## src/rtl/wdg_pkg.sv

```systemverilog
package wdg_pkg;
    localparam int ADDR_W   = 2;
    localparam int RL_BYTES = 3;

    localparam logic [ADDR_W-1:0] A_CTL = 2'd0;
    localparam logic [ADDR_W-1:0] A_RLU = 2'd1;
    localparam logic [ADDR_W-1:0] A_RLH = 2'd2;
    localparam logic [ADDR_W-1:0] A_RLL = 2'd3;

    typedef enum logic [2:0] {
        LK_SHUT,
        LK_HALF,
        LK_OPEN_U,
        LK_OPEN_H,
        LK_OPEN_L
    } lock_e;
endpackage

```

## src/rtl/wdg_lock.sv

```systemverilog
module wdg_lock
    import wdg_pkg::*;
#(
    parameter int                DATA_W     = 8,
    parameter logic [DATA_W-1:0] KEY_FIRST  = 8'h55,
    parameter logic [DATA_W-1:0] KEY_SECOND = 8'hAA
) (
    input  logic                clk,
    input  logic                rst_n,
    input  logic                wr_en,
    input  logic [ADDR_W-1:0]   wr_addr,
    input  logic [DATA_W-1:0]   wr_data,
    output logic                key_hit,
    output logic [RL_BYTES-1:0] rl_acc
);
    typedef struct packed {
        lock_e st;
    } lock_t;

    lock_t lock_d, lock_q;
    logic  ctl_wr;

    always_comb begin
        lock_d  = lock_q;
        key_hit = 1'b0;
        rl_acc  = '0;
        ctl_wr  = (wr_addr == A_CTL);
        if (wr_en) begin
            lock_d.st = LK_SHUT;
            case (lock_q.st)
                LK_SHUT: if (ctl_wr && wr_data == KEY_FIRST) begin
                    lock_d.st = LK_HALF;
                    key_hit   = 1'b1;
                end
                LK_HALF: if (ctl_wr && wr_data == KEY_SECOND) begin
                    lock_d.st = LK_OPEN_U;
                    key_hit   = 1'b1;
                end
                LK_OPEN_U: if (wr_addr == A_RLU) begin
                    lock_d.st = LK_OPEN_H;
                    rl_acc[2] = 1'b1;
                end
                LK_OPEN_H: if (wr_addr == A_RLH) begin
                    lock_d.st = LK_OPEN_L;
                    rl_acc[1] = 1'b1;
                end
                LK_OPEN_L: if (wr_addr == A_RLL) begin
                    rl_acc[0] = 1'b1;
                end
                default: ;
            endcase
        end
    end

    always_ff @(posedge clk or negedge rst_n) begin
        if (!rst_n) lock_q <= '{st: LK_SHUT};
        else        lock_q <= lock_d;
    end

    // the low byte always ends the sequence
    p_shut_after_low_r5: assert property (@(posedge clk) disable iff (!rst_n)
        (lock_q.st == LK_OPEN_L && wr_en) |=> lock_q.st == LK_SHUT);

    // the second key byte opens the guard for the upper byte
    p_key_opens_r1: assert property (@(posedge clk) disable iff (!rst_n)
        (lock_q.st == LK_HALF && wr_en && wr_addr == A_CTL && wr_data == KEY_SECOND)
        |=> lock_q.st == LK_OPEN_U);

    // a closed guard accepts no reload byte
    p_closed_rejects_r3: assert property (@(posedge clk) disable iff (!rst_n)
        (lock_q.st == LK_SHUT || lock_q.st == LK_HALF) |-> rl_acc == '0);
endmodule

```

## src/rtl/wdg_count.sv

```systemverilog
module wdg_count #(
    parameter int CNT_W = 24
) (
    input  logic             clk,
    input  logic             rst_n,
    input  logic             run,
    input  logic             refresh,
    input  logic [CNT_W-1:0] reload,
    output logic             expire
);
    typedef struct packed {
        logic [CNT_W-1:0] cnt;
        logic             run_seen;
    } cnt_t;

    cnt_t             cnt_d, cnt_q;
    logic [CNT_W-1:0] load_val;

    always_comb begin
        load_val       = (reload == '0) ? '1 : reload;
        cnt_d          = cnt_q;
        expire         = 1'b0;
        cnt_d.run_seen = run;
        if (run) begin
            if (!cnt_q.run_seen || refresh) begin
                cnt_d.cnt = load_val;
            end else if (cnt_q.cnt == '0) begin
                expire    = 1'b1;
                cnt_d.cnt = load_val;
            end else begin
                cnt_d.cnt = cnt_q.cnt - 1'b1;
            end
        end
    end

    always_ff @(posedge clk or negedge rst_n) begin
        if (!rst_n) cnt_q <= '0;
        else        cnt_q <= cnt_d;
    end

    // a refresh while running loads the effective reload value
    p_refresh_loads_r6: assert property (@(posedge clk) disable iff (!rst_n)
        (run && refresh) |=> cnt_q.cnt == $past(load_val));

    // steady running counts down by one
    p_count_down_r6: assert property (@(posedge clk) disable iff (!rst_n)
        (run && cnt_q.run_seen && !refresh && cnt_q.cnt != '0)
        |=> cnt_q.cnt == $past(cnt_q.cnt) - 1'b1);

    // a stopped counter holds
    p_hold_idle_r12: assert property (@(posedge clk) disable iff (!rst_n)
        !run |=> $stable(cnt_q.cnt));

    // the load value is never zero
    p_no_zero_load_r10: assert property (@(posedge clk) disable iff (!rst_n)
        run |-> load_val != '0);
endmodule

```

## src/rtl/wdg_guard.sv

```systemverilog
module wdg_guard
    import wdg_pkg::*;
#(
    parameter int                           BYTE_W     = 8,
    parameter logic [RL_BYTES*BYTE_W-1:0]   RELOAD_RST = 'h400
) (
    input  logic                         clk,
    input  logic                         rst_n,
    input  logic                         wr_en,
    input  logic [ADDR_W-1:0]            wr_addr,
    input  logic [BYTE_W-1:0]            wr_data,
    input  logic                         wdt_enable,
    input  logic                         refresh,
    input  logic                         stop_mode,
    output logic                         sys_rst_req,
    output logic                         stop_recov_req,
    output logic                         flag_wdt,
    output logic                         flag_stop,
    output logic [RL_BYTES*BYTE_W-1:0]   reload_val
);
    localparam int CNT_W     = RL_BYTES * BYTE_W;
    localparam int BIT_WDT   = BYTE_W - 1;
    localparam int BIT_STOP  = BYTE_W - 2;

    typedef struct packed {
        logic [CNT_W-1:0] reload;
        logic             f_wdt;
        logic             f_stop;
        logic             rst_req;
        logic             rec_req;
    } top_t;

    top_t                top_d, top_q;
    logic                key_hit;
    logic [RL_BYTES-1:0] rl_acc;
    logic                expire;
    logic                plain_ctl;

    wdg_lock #(
        .DATA_W    (BYTE_W),
        .KEY_FIRST (BYTE_W'('h55)),
        .KEY_SECOND(BYTE_W'('hAA))
    ) u_lock (
        .clk    (clk),
        .rst_n  (rst_n),
        .wr_en  (wr_en),
        .wr_addr(wr_addr),
        .wr_data(wr_data),
        .key_hit(key_hit),
        .rl_acc (rl_acc)
    );

    wdg_count #(
        .CNT_W(CNT_W)
    ) u_count (
        .clk    (clk),
        .rst_n  (rst_n),
        .run    (wdt_enable),
        .refresh(refresh),
        .reload (top_q.reload),
        .expire (expire)
    );

    always_comb begin
        top_d     = top_q;
        plain_ctl = wr_en && (wr_addr == A_CTL) && !key_hit;
        for (int b = 0; b < RL_BYTES; b++) begin
            if (rl_acc[b]) top_d.reload[b*BYTE_W +: BYTE_W] = wr_data;
        end
        if (plain_ctl) begin
            if (wr_data[BIT_WDT])  top_d.f_wdt  = 1'b0;
            if (wr_data[BIT_STOP]) top_d.f_stop = 1'b0;
        end
        top_d.rst_req = expire && !stop_mode;
        top_d.rec_req = expire && stop_mode;
        if (expire) begin
            top_d.f_wdt = 1'b1;
            if (stop_mode) top_d.f_stop = 1'b1;
        end
    end

    always_ff @(posedge clk or negedge rst_n) begin
        if (!rst_n) top_q <= '{reload: RELOAD_RST, default: '0};
        else        top_q <= top_d;
    end

    assign sys_rst_req    = top_q.rst_req;
    assign stop_recov_req = top_q.rec_req;
    assign flag_wdt       = top_q.f_wdt;
    assign flag_stop      = top_q.f_stop;
    assign reload_val     = top_q.reload;

    // the two requests never coincide
    p_one_request_r8: assert property (@(posedge clk) disable iff (!rst_n)
        !(sys_rst_req && stop_recov_req));

    // a reset request lasts one cycle
    p_req_pulse_r7: assert property (@(posedge clk) disable iff (!rst_n)
        sys_rst_req |=> !sys_rst_req);

    // the watchdog flag accompanies a reset request
    p_flag_with_reset_r7: assert property (@(posedge clk) disable iff (!rst_n)
        sys_rst_req |-> flag_wdt);

    // both flags accompany a recovery request
    p_flags_with_recov_r8: assert property (@(posedge clk) disable iff (!rst_n)
        stop_recov_req |-> (flag_wdt && flag_stop));

    // key writes never clear a flag
    p_key_keeps_flags_r1: assert property (@(posedge clk) disable iff (!rst_n)
        key_hit |=> (!$fell(flag_wdt) && !$fell(flag_stop)));

    // the reload value only moves after a write to a reload address
    p_reload_guard_r3: assert property (@(posedge clk) disable iff (!rst_n)
        !$stable(reload_val) |-> $past(wr_en && wr_addr != A_CTL));
endmodule

```

## config.mk

```make
export PLATFORM = sky130hd
export DESIGN_NAME = wdg_guard
export DESIGN_NICKNAME = d
export VERILOG_FILES = /design/src/rtl/wdg_pkg.sv /design/src/rtl/wdg_lock.sv /design/src/rtl/wdg_count.sv /design/src/rtl/wdg_guard.sv
export SDC_FILE = /design/constraint.sdc
export NUM_CORES = 1
export LEC_CHECK = 0
export BUFFER_PORTS_ARGS = -buffer_cell sky130_fd_sc_hd__buf_2
export CORE_MARGIN = 1
export CORE_UTILIZATION = 55
export DETAILED_ROUTE_END_ITERATION = 10
export PLACE_DENSITY = 0.84
export SLEW_MARGIN = 15
export SYNTH_ARGS = -nofsm -noshare
export SYNTH_HDL_FRONTEND = slang
export SYNTH_SLANG_ARGS = --single-unit
export TNS_END_PERCENT = 50
```

## constraint.sdc

```tcl
create_clock -name clk -period 5.83 [get_ports clk]
set_clock_uncertainty 0.05 [all_clocks]
set_input_delay 0 -clock clk [delete_from_list [all_inputs] [get_ports clk]]
set_output_delay 0 -clock clk [all_outputs]
set_load 0.05 [all_outputs]
```

==> results.json, run 1 <==
{
  "r2r_setup_slack_ns": 3.05,
  "rsz0062_at_grt": "false",
  "rows": 26,
  "multi_input_area_sq_um": 1438,
  "overflow": 0,
  "post-dp-hpwl_um": 5315,
  "path_max_fanout": 16,
  "dieWidth_um": 74.99,
  "num_antenna_cells": 0,
  "vias_per_cell": 6.358,
  "crit_required_ns": 5.99,
  "register_area_sq_um": 1403,
  "clk-insertion-delay-late_ns": 0.32,
  "start_util": 0.5737,
  "ys_seq_area_frac": 0.4787,
  "synth-edff-count": 0,
  "min_path_cells": 1,
  "power_density_nw_per_um2": 327.8,
  "r2r-end": "u_count.cnt_q[5]$_DFFE_PN0P_",
  "clock_sinks": 56,
  "fin_crit_ns": 2.783,
  "ys_types": 51,
  "firstDrtPassIters": 4,
  "fmax_mhz": 359.3,
  "worst_slew_pin_slew_ns": 0.8970,
  "endpoint_kind": "register",
  "yosys.area.top_type": "dfrtp_1",
  "io_pins": 44,
  "design.core.area_sq_um": 5107,
  "drt-initial-drc-count": 225,
  "drt.antenna.violating_nets": 0,
  "grt_pass1_vias": 2500,
  "cp-start-kind": "register",
  "die_area_sq_um": 5624,
  "status": "finished, final reports clean",
  "p_leak_nw": 1.475,
  "final_util": 0.6646,
  "syn-num-nets": 294,
  "place_congestion": 0.8807,
  "fillers": 416,
  "cts_made_buffers": 5,
  "min_from": "wdt_enable",
  "avgSynthCellArea_sq_um": 10.62,
  "wl_um": 7846,
  "hold_end": "u_count.cnt_q[0]$_DFF_PN0_",
  "hold_viol": 0,
  "synth.top_cells.by_area": "dfrtp_1 47%, mux2_2 9.2%, nand3_1 3.1%, o221a_1 3.1%, o21a_1 2.8%",
  "postCtsSetupBuffers": 0,
  "cap_violations": 0,
  "syn_inst": 276,
  "vias": 2524,
  "die_y_um": 74.99,
  "grt_pass1_wl_um": 12770,
  "cp_data_arrival_time_ns": 2.95,
  "post-route-period-util": 0.4773,
  "cts_root_buffer": "clkbuf_8",
  "rr_worst_depth": 5,
  "path_class": "reg -> reg",
  "r2r-start": "u_count.cnt_q[16]$_DFFE_PN0P_",
  "routedWlPerCell_um": 19.76,
  "final.setup.tns_ns": 0,
  "cts_tree": "built",
  "cts_hold_buf": 11,
  "drt_drc_violations_left": 0,
  "grt_usage": 0.3105,
  "slew_violations": 0,
  "yosysTopAreaCellShare": 0.4697,
  "cts_buffer_depth": 2,
  "synthArstFlopShare": 1.000,
  "cts.clk_slew.worst_paths_ns": 0.10,
  "layout_setup_ws_ns": 3.047,
  "peakVddDrop_v": 0.0002730,
  "synthFlopType": "dfrtp_1",
  "netlist_area_sq_um": 2930,
  "min-delay-path-class": "in -> reg",
  "antenna_found_initial": 0,
  "preCtsSetupSlack_ns": 3.127,
  "post_cts_resized": 0,
  "layout.nets": 344,
  "io_buffers": 43,
  "area_growth_pct": 15.84,
  "relSlewSlack": 0.3998,
  "drive_above_1_share": 0.2691,
  "htreeDepth": 2,
  "ys_ff_latch": 56,
  "grt_max_degree": 57,
  "finalSetupViolCount": 0,
  "synth_warnings": 0
}
power by group:
| part | switching (mW) | total [mW] | internal, mW |
|---|---|---|---|
| clock network | 0.138 | 0.226 | 0.0885 |
| registers | 0.0902 | 0.546 | 0.456 |
| logic | 0.222 | 0.341 | 0.118 |
worst max-delay path: stages (launching register included):
cell,delay [ns]
dfrtp_1,0.45
nor3_1,0.47
nand4_2,0.24
o21a_1,0.39
or3_1,0.69
o221a_2,0.38
worst max-delay path by stage:
| stage | start | end | slack, ns | cells after the start |
|---|---|---|---|---|
| 6_report | u_count.cnt_q[16]$_DFFE_PN0P_ | u_count.cnt_q[5]$_DFFE_PN0P_ | 3.05 | 5 |
| 5_1_grt | u_count.cnt_q[2]$_DFFE_PN0P_ | u_count.cnt_q[5]$_DFFE_PN0P_ | 2.88 | 7 |
| 4_1_cts | u_count.cnt_q[1]$_DFFE_PN0P_ | u_count.cnt_q[5]$_DFFE_PN0P_ | 3.10 | 7 |
| 3_5_place_dp | u_count.cnt_q[1]$_DFFE_PN0P_ | u_count.cnt_q[5]$_DFFE_PN0P_ | 3.13 | 7 |
| 3_3_place_gp | u_count.cnt_q[16]$_DFFE_PN0P_ | u_count.cnt_q[5]$_DFFE_PN0P_ | 3.23 | 5 |
| 2_1_floorplan | u_count.cnt_q[1]$_DFFE_PN0P_ | u_count.cnt_q[19]$_DFFE_PN0P_ | 3.60 | 9 |
metrics by stage:
| stage | hold WS, ns | std cells | total power, mW | cell area [sq um] |
|---|---|---|---|---|
| floorplan | -0.3456 | 276 | 0.7818 | 2930 |
| global placement | 0.1251 | 378 | 0.8718 | 3188 |
| detailed placement | 0.1303 | 378 | 0.8834 | 3188 |
| CTS | 0.01846 | 397 | 1.110 | 3395 |
| global route | 0.04792 | 397 | 1.161 | 3395 |
| finish | 0.03049 | 397 | 1.113 | 3395 |
synth_stat cells (all sizes together) (3+ instances only):
cell type / instances
a21o: 4
a21oi: 5
a32o: 3
buf: 4
clkbuf: 9
dfrtp: 55
inv: 8
mux2: 24
nand2: 15
nand3: 18
nand4: 6
nor2: 19
nor3: 17
nor4: 12
nor4b: 3
o21a: 11
o21ai: 7
o221a: 14
or3: 6
or4: 4
flip-flops by register name, summed over array words and instances (netlist names):
| register | count |
|---|---|
| sys_rst_req | 1 |
| reload_val | 24 |
| stop_recov_req | 1 |
| flag_wdt | 1 |
| u_count.cnt_q | 25 |
| flag_stop | 1 |
| u_lock.lock_q | 3 |
cells in the final DEF, fill, tap and decap left out, types with 2 or more instances in the layout:
| cell type | netlist | final |
|---|---|---|
| a21oi_1 | 5 | 5 |
| dfrtp_1 | 55 | 55 |
| o221a_1 | 8 | 8 |
| o211a_1 | 2 | 2 |
| mux2_2 | 24 | 24 |
| nand4_1 | 5 | 5 |
| or4_1 | 4 | 4 |
| nand2b_1 | 2 | 2 |
| nand4b_1 | 2 | 2 |
| inv_1 | 8 | 8 |
| nor3_2 | 2 | 2 |
| or3_1 | 6 | 6 |
| buf_4 | 0 | 2 |
| o21a_1 | 11 | 11 |
| buf_2 | 3 | 43 |
| a31oi_1 | 2 | 2 |
| nor4_1 | 11 | 11 |
| nor4b_1 | 3 | 3 |
| nor2_1 | 19 | 19 |
| nand3_1 | 18 | 18 |
| nor3b_1 | 2 | 2 |
| nand2_1 | 15 | 15 |
| ha_1 | 2 | 2 |
| nor3_1 | 15 | 15 |
| clkbuf_8 | 0 | 5 |
| a21o_1 | 4 | 4 |
| a32o_1 | 3 | 3 |
| o211ai_1 | 2 | 2 |
| o221a_2 | 6 | 6 |
| o21ai_0 | 6 | 6 |
| dlygate4sd3_1 | 0 | 11 |
cells by family (layout without fill, tap and decap cells):
family,count (synthesis),in the layout,synth area share
mux,24,24,0.09223
simple gates,112,112,0.2173
xor+xnor,1,1,0.002989
buf+inv,21,72,0.03074
fa+ha+maj,2,2,0.008538
flops,56,56,0.4787
compound gates,60,60,0.1695
metal layers:
layer / routed length [um] / track usage / share of wire
met1: 3197 / 0.4154 / 0.41
met2: 3969 / 0.5035 / 0.51
met3: 546 / 0.05756 / 0.070
met4: 133 / 0.1216 / 0.017
met5: 0 / 0 / 0
layout make-up:
class	instances	share of cell area
clock inverters	3	0.008109
clock buffers	5	0.02027
well taps	70	0.02580
flip-flops and latches	56	0.4132
multi-input cells	199	0.4235
inverters	8	0.008846
repair buffers	56	0.1003
Note: power is estimated with default switching activity, not from simulation.
==> run 2: changes to the inputs <==
--- a/config.mk
+++ b/config.mk
@@ -7,9 +7,9 @@
 export LEC_CHECK = 0
 export BUFFER_PORTS_ARGS = -buffer_cell sky130_fd_sc_hd__buf_2
 export CORE_MARGIN = 1
-export CORE_UTILIZATION = 55
+export CORE_UTILIZATION = 51
 export DETAILED_ROUTE_END_ITERATION = 10
-export PLACE_DENSITY = 0.84
+export PLACE_DENSITY = 0.82
 export SLEW_MARGIN = 15
 export SYNTH_ARGS = -nofsm -noshare
 export SYNTH_HDL_FRONTEND = slang
==> constraint.sdc (replaced) <==
create_clock -name clk -period 2.25 [get_ports clk]
set_clock_uncertainty 0.05 [all_clocks]
set_input_delay 0 -clock clk [delete_from_list [all_inputs] [get_ports clk]]
set_output_delay 0 -clock clk [all_outputs]
set_load 0.05 [all_outputs]
==> run 2 against run 1 <==
Net effect:
- combinational power increased to 3.0 times the previous value
- via count increased by 9.8%
- sequential power increased to 2.6 times the previous value
- clock power increased to 3.0 times the previous value
- critical endpoint is now u_count.cnt_q[20]$_DFFE_PN0P_
- non-clock buffer count increased by 29
- largest power group unchanged
- die area increased by 7.6%
==> results.json, run 2 (synthesized netlist as in run 1, its figures left out) <==
{
  "critPathSlowestCell": "or4_1",
  "clock_sinks": 56,
  "preCtsSetupSlack_ns": -0.01950,
  "fin_crit_ns": 2.201,
  "cp_data_arrival_time_ns": 2.40,
  "path_class": "reg -> reg",
  "clk-insertion-delay-late_ns": 0.31,
  "crit_buf_inv": 0,
  "crit_cells": 5,
  "hold_viol": 0,
  "place_area_sq_um": 3406,
  "timing.critical_path.to": "u_count.cnt_q[20]$_DFFE_PN0P_",
  "r2r_setup_slack_ns": 0.05,
  "die_area_sq_um": 6053,
  "area_growth_pct": 26.69,
  "fillers": 404,
  "r2r-start": "u_count.cnt_q[12]$_DFFE_PN0P_",
  "layout_setup_ws_ns": 0.04864,
  "met2_usage": 0.4761,
  "power_density_nw_per_um2": 838.7,
  "whs_ns": 0.04239,
  "register_area_sq_um": 1406,
  "cts.clk_slew.worst_paths_ns": 0.10,
  "vias_per_cell": 6.477,
  "cts_tree": "built",
  "critPathMaxStageDelay_ns": 0.56,
  "endpoint_kind": "register",
  "drt-initial-drc-count": 242,
  "min-delay-path-class": "in -> reg",
  "grt_usage": 0.2799,
  "place_congestion": 0.9006,
  "cp-start-kind": "register",
  "layout.nets": 373,
  "crit_required_ns": 2.45,
  "overflow": 0,
  "wl_um": 8250,
  "fin_area_sq_um": 3712,
  "finalSetupViolCount": 0,
  "p_leak_nw": 1.643,
  "post-route-period-util": 0.9784,
  "cap_violations": 0,
  "dieWidth_um": 77.80,
  "r2r-end": "u_count.cnt_q[20]$_DFFE_PN0P_",
  "routedWlPerCell_um": 19.28,
  "fmax_mhz": 454.3,
  "vias": 2772,
  "rsz0062_at_grt": "true",
  "critical_path.top_delay_family": "simple AND/OR/NAND/NOR gates",
  "largest_reg_flops": 25,
  "htreeDepth": 2,
  "antenna_found_initial": 0,
  "layout.cells.most_common": "dfrtp_1",
  "worst_slew_pin_slew_ns": 0.8119,
  "cp_cell_sequence": "or4_1 -> or4_4 -> nor3_1 -> o21a_1 -> o221a_1",
  "drive_above_1_share": 0.3736,
  "die_y_um": 77.80,
  "multi_input_area_sq_um": 1494,
  "grt_util_met3": 0.05529,
  "drt.antenna.violating_nets": 0,
  "busiest_layer": "met2",
  "rr_worst_depth": 5,
  "firstDrtPassIters": 4,
  "design.core.area_sq_um": 5507,
  "grt_pass1_vias": 2679,
  "grt_max_degree": 38,
  "drt_drc_violations_left": 0,
  "peakVddDrop_v": 0.0006123,
  "slew_violations": 0,
  "path_max_fanout": 4,
  "relSlewSlack": 0.4587,
  "final_cell_mix": "52 x dfrtp_1, 43 x buf_2, 30 x buf_4",
  "critPathLaunch": "u_count.cnt_q[12]$_DFFE_PN0P_",
  "start_util": 0.5322,
  "cts_buffer_depth": 2,
  "cts_made_buffers": 5,
  "final.setup.tns_ns": 0,
  "num_antenna_cells": 0,
  "largest_register": "u_count.cnt_q",
  "grt.met1_usage": 0.3537,
  "status": "finished, final reports clean",
  "instances_no_fill": 428,
  "dpl.cell_count": 407,
  "io_buffers": 43,
  "grt_pass1_wl_um": 12850,
  "io_pins": 44,
  "post-dp-hpwl_um": 5751,
  "cts_root_buffer": "clkbuf_8",
  "rows": 27
}
==> run 2: how the worst min path moves through the flow <==
stage | cells after the start | startpoint | end
after detailed placement | 1 | rst_n | u_count.cnt_q[19]$_DFFE_PN0P_
after global routing | 4 | refresh | sys_rst_req$_DFF_PN0_
final | 4 | refresh | sys_rst_req$_DFF_PN0_
after CTS | 4 | refresh | sys_rst_req$_DFF_PN0_
after floorplan | 0 | rst_n | flag_stop$_DFF_PN0_
after global placement | 1 | rst_n | u_count.cnt_q[20]$_DFFE_PN0P_
==> run 2: through the flow <==
step / util / power [mW]
6_report: 0.6742 / 3.114
5_1_grt: 0.6742 / 3.241
4_1_cts: 0.6614 / 3.066
3_5_place_dp: 0.6185 / 2.377
3_3_place_gp: 0.6185 / 2.347
2_1_floorplan: - / 2.026
==> run 2: final cells by class <==
class,count,share of cell area
multi-input cells,199,0.4024
flip-flops and latches,56,0.3788
repair buffers,85,0.1537
well taps,72,0.02427
clock buffers,6,0.02224
clock inverters,2,0.01045
inverters,8,0.008089
==> run 2: what timing repair did <==
item,4_1_cts,5_1_grt
endpoints found under the setup margin,2,19
gates resized for setup,1,15
hold buffers,11,0
endpoints found under the hold margin,63,0
setup buffers,0,2
pin swaps,0,3
==> run 2: report_power, final <==
group / internal, mW / switching (mW)
registers: 1.18 / 0.231
logic: 0.393 / 0.618
clock network: 0.364 / 0.324
==> run 2: tightest hold or removal path: stages <==
cell and delay (ns):
buf_2 0.07, nor2b_1 0.12, nand2_1 0.12, nor4_1 0.06
==> run 2: routing by layer <==
layer | up-vias | wire length, um
met4 | 0 | 256
met1 | 1379 | 3245
met5 | - | 0
li1 | 1228 | -
met2 | 137 | 4140
met3 | 28 | 607
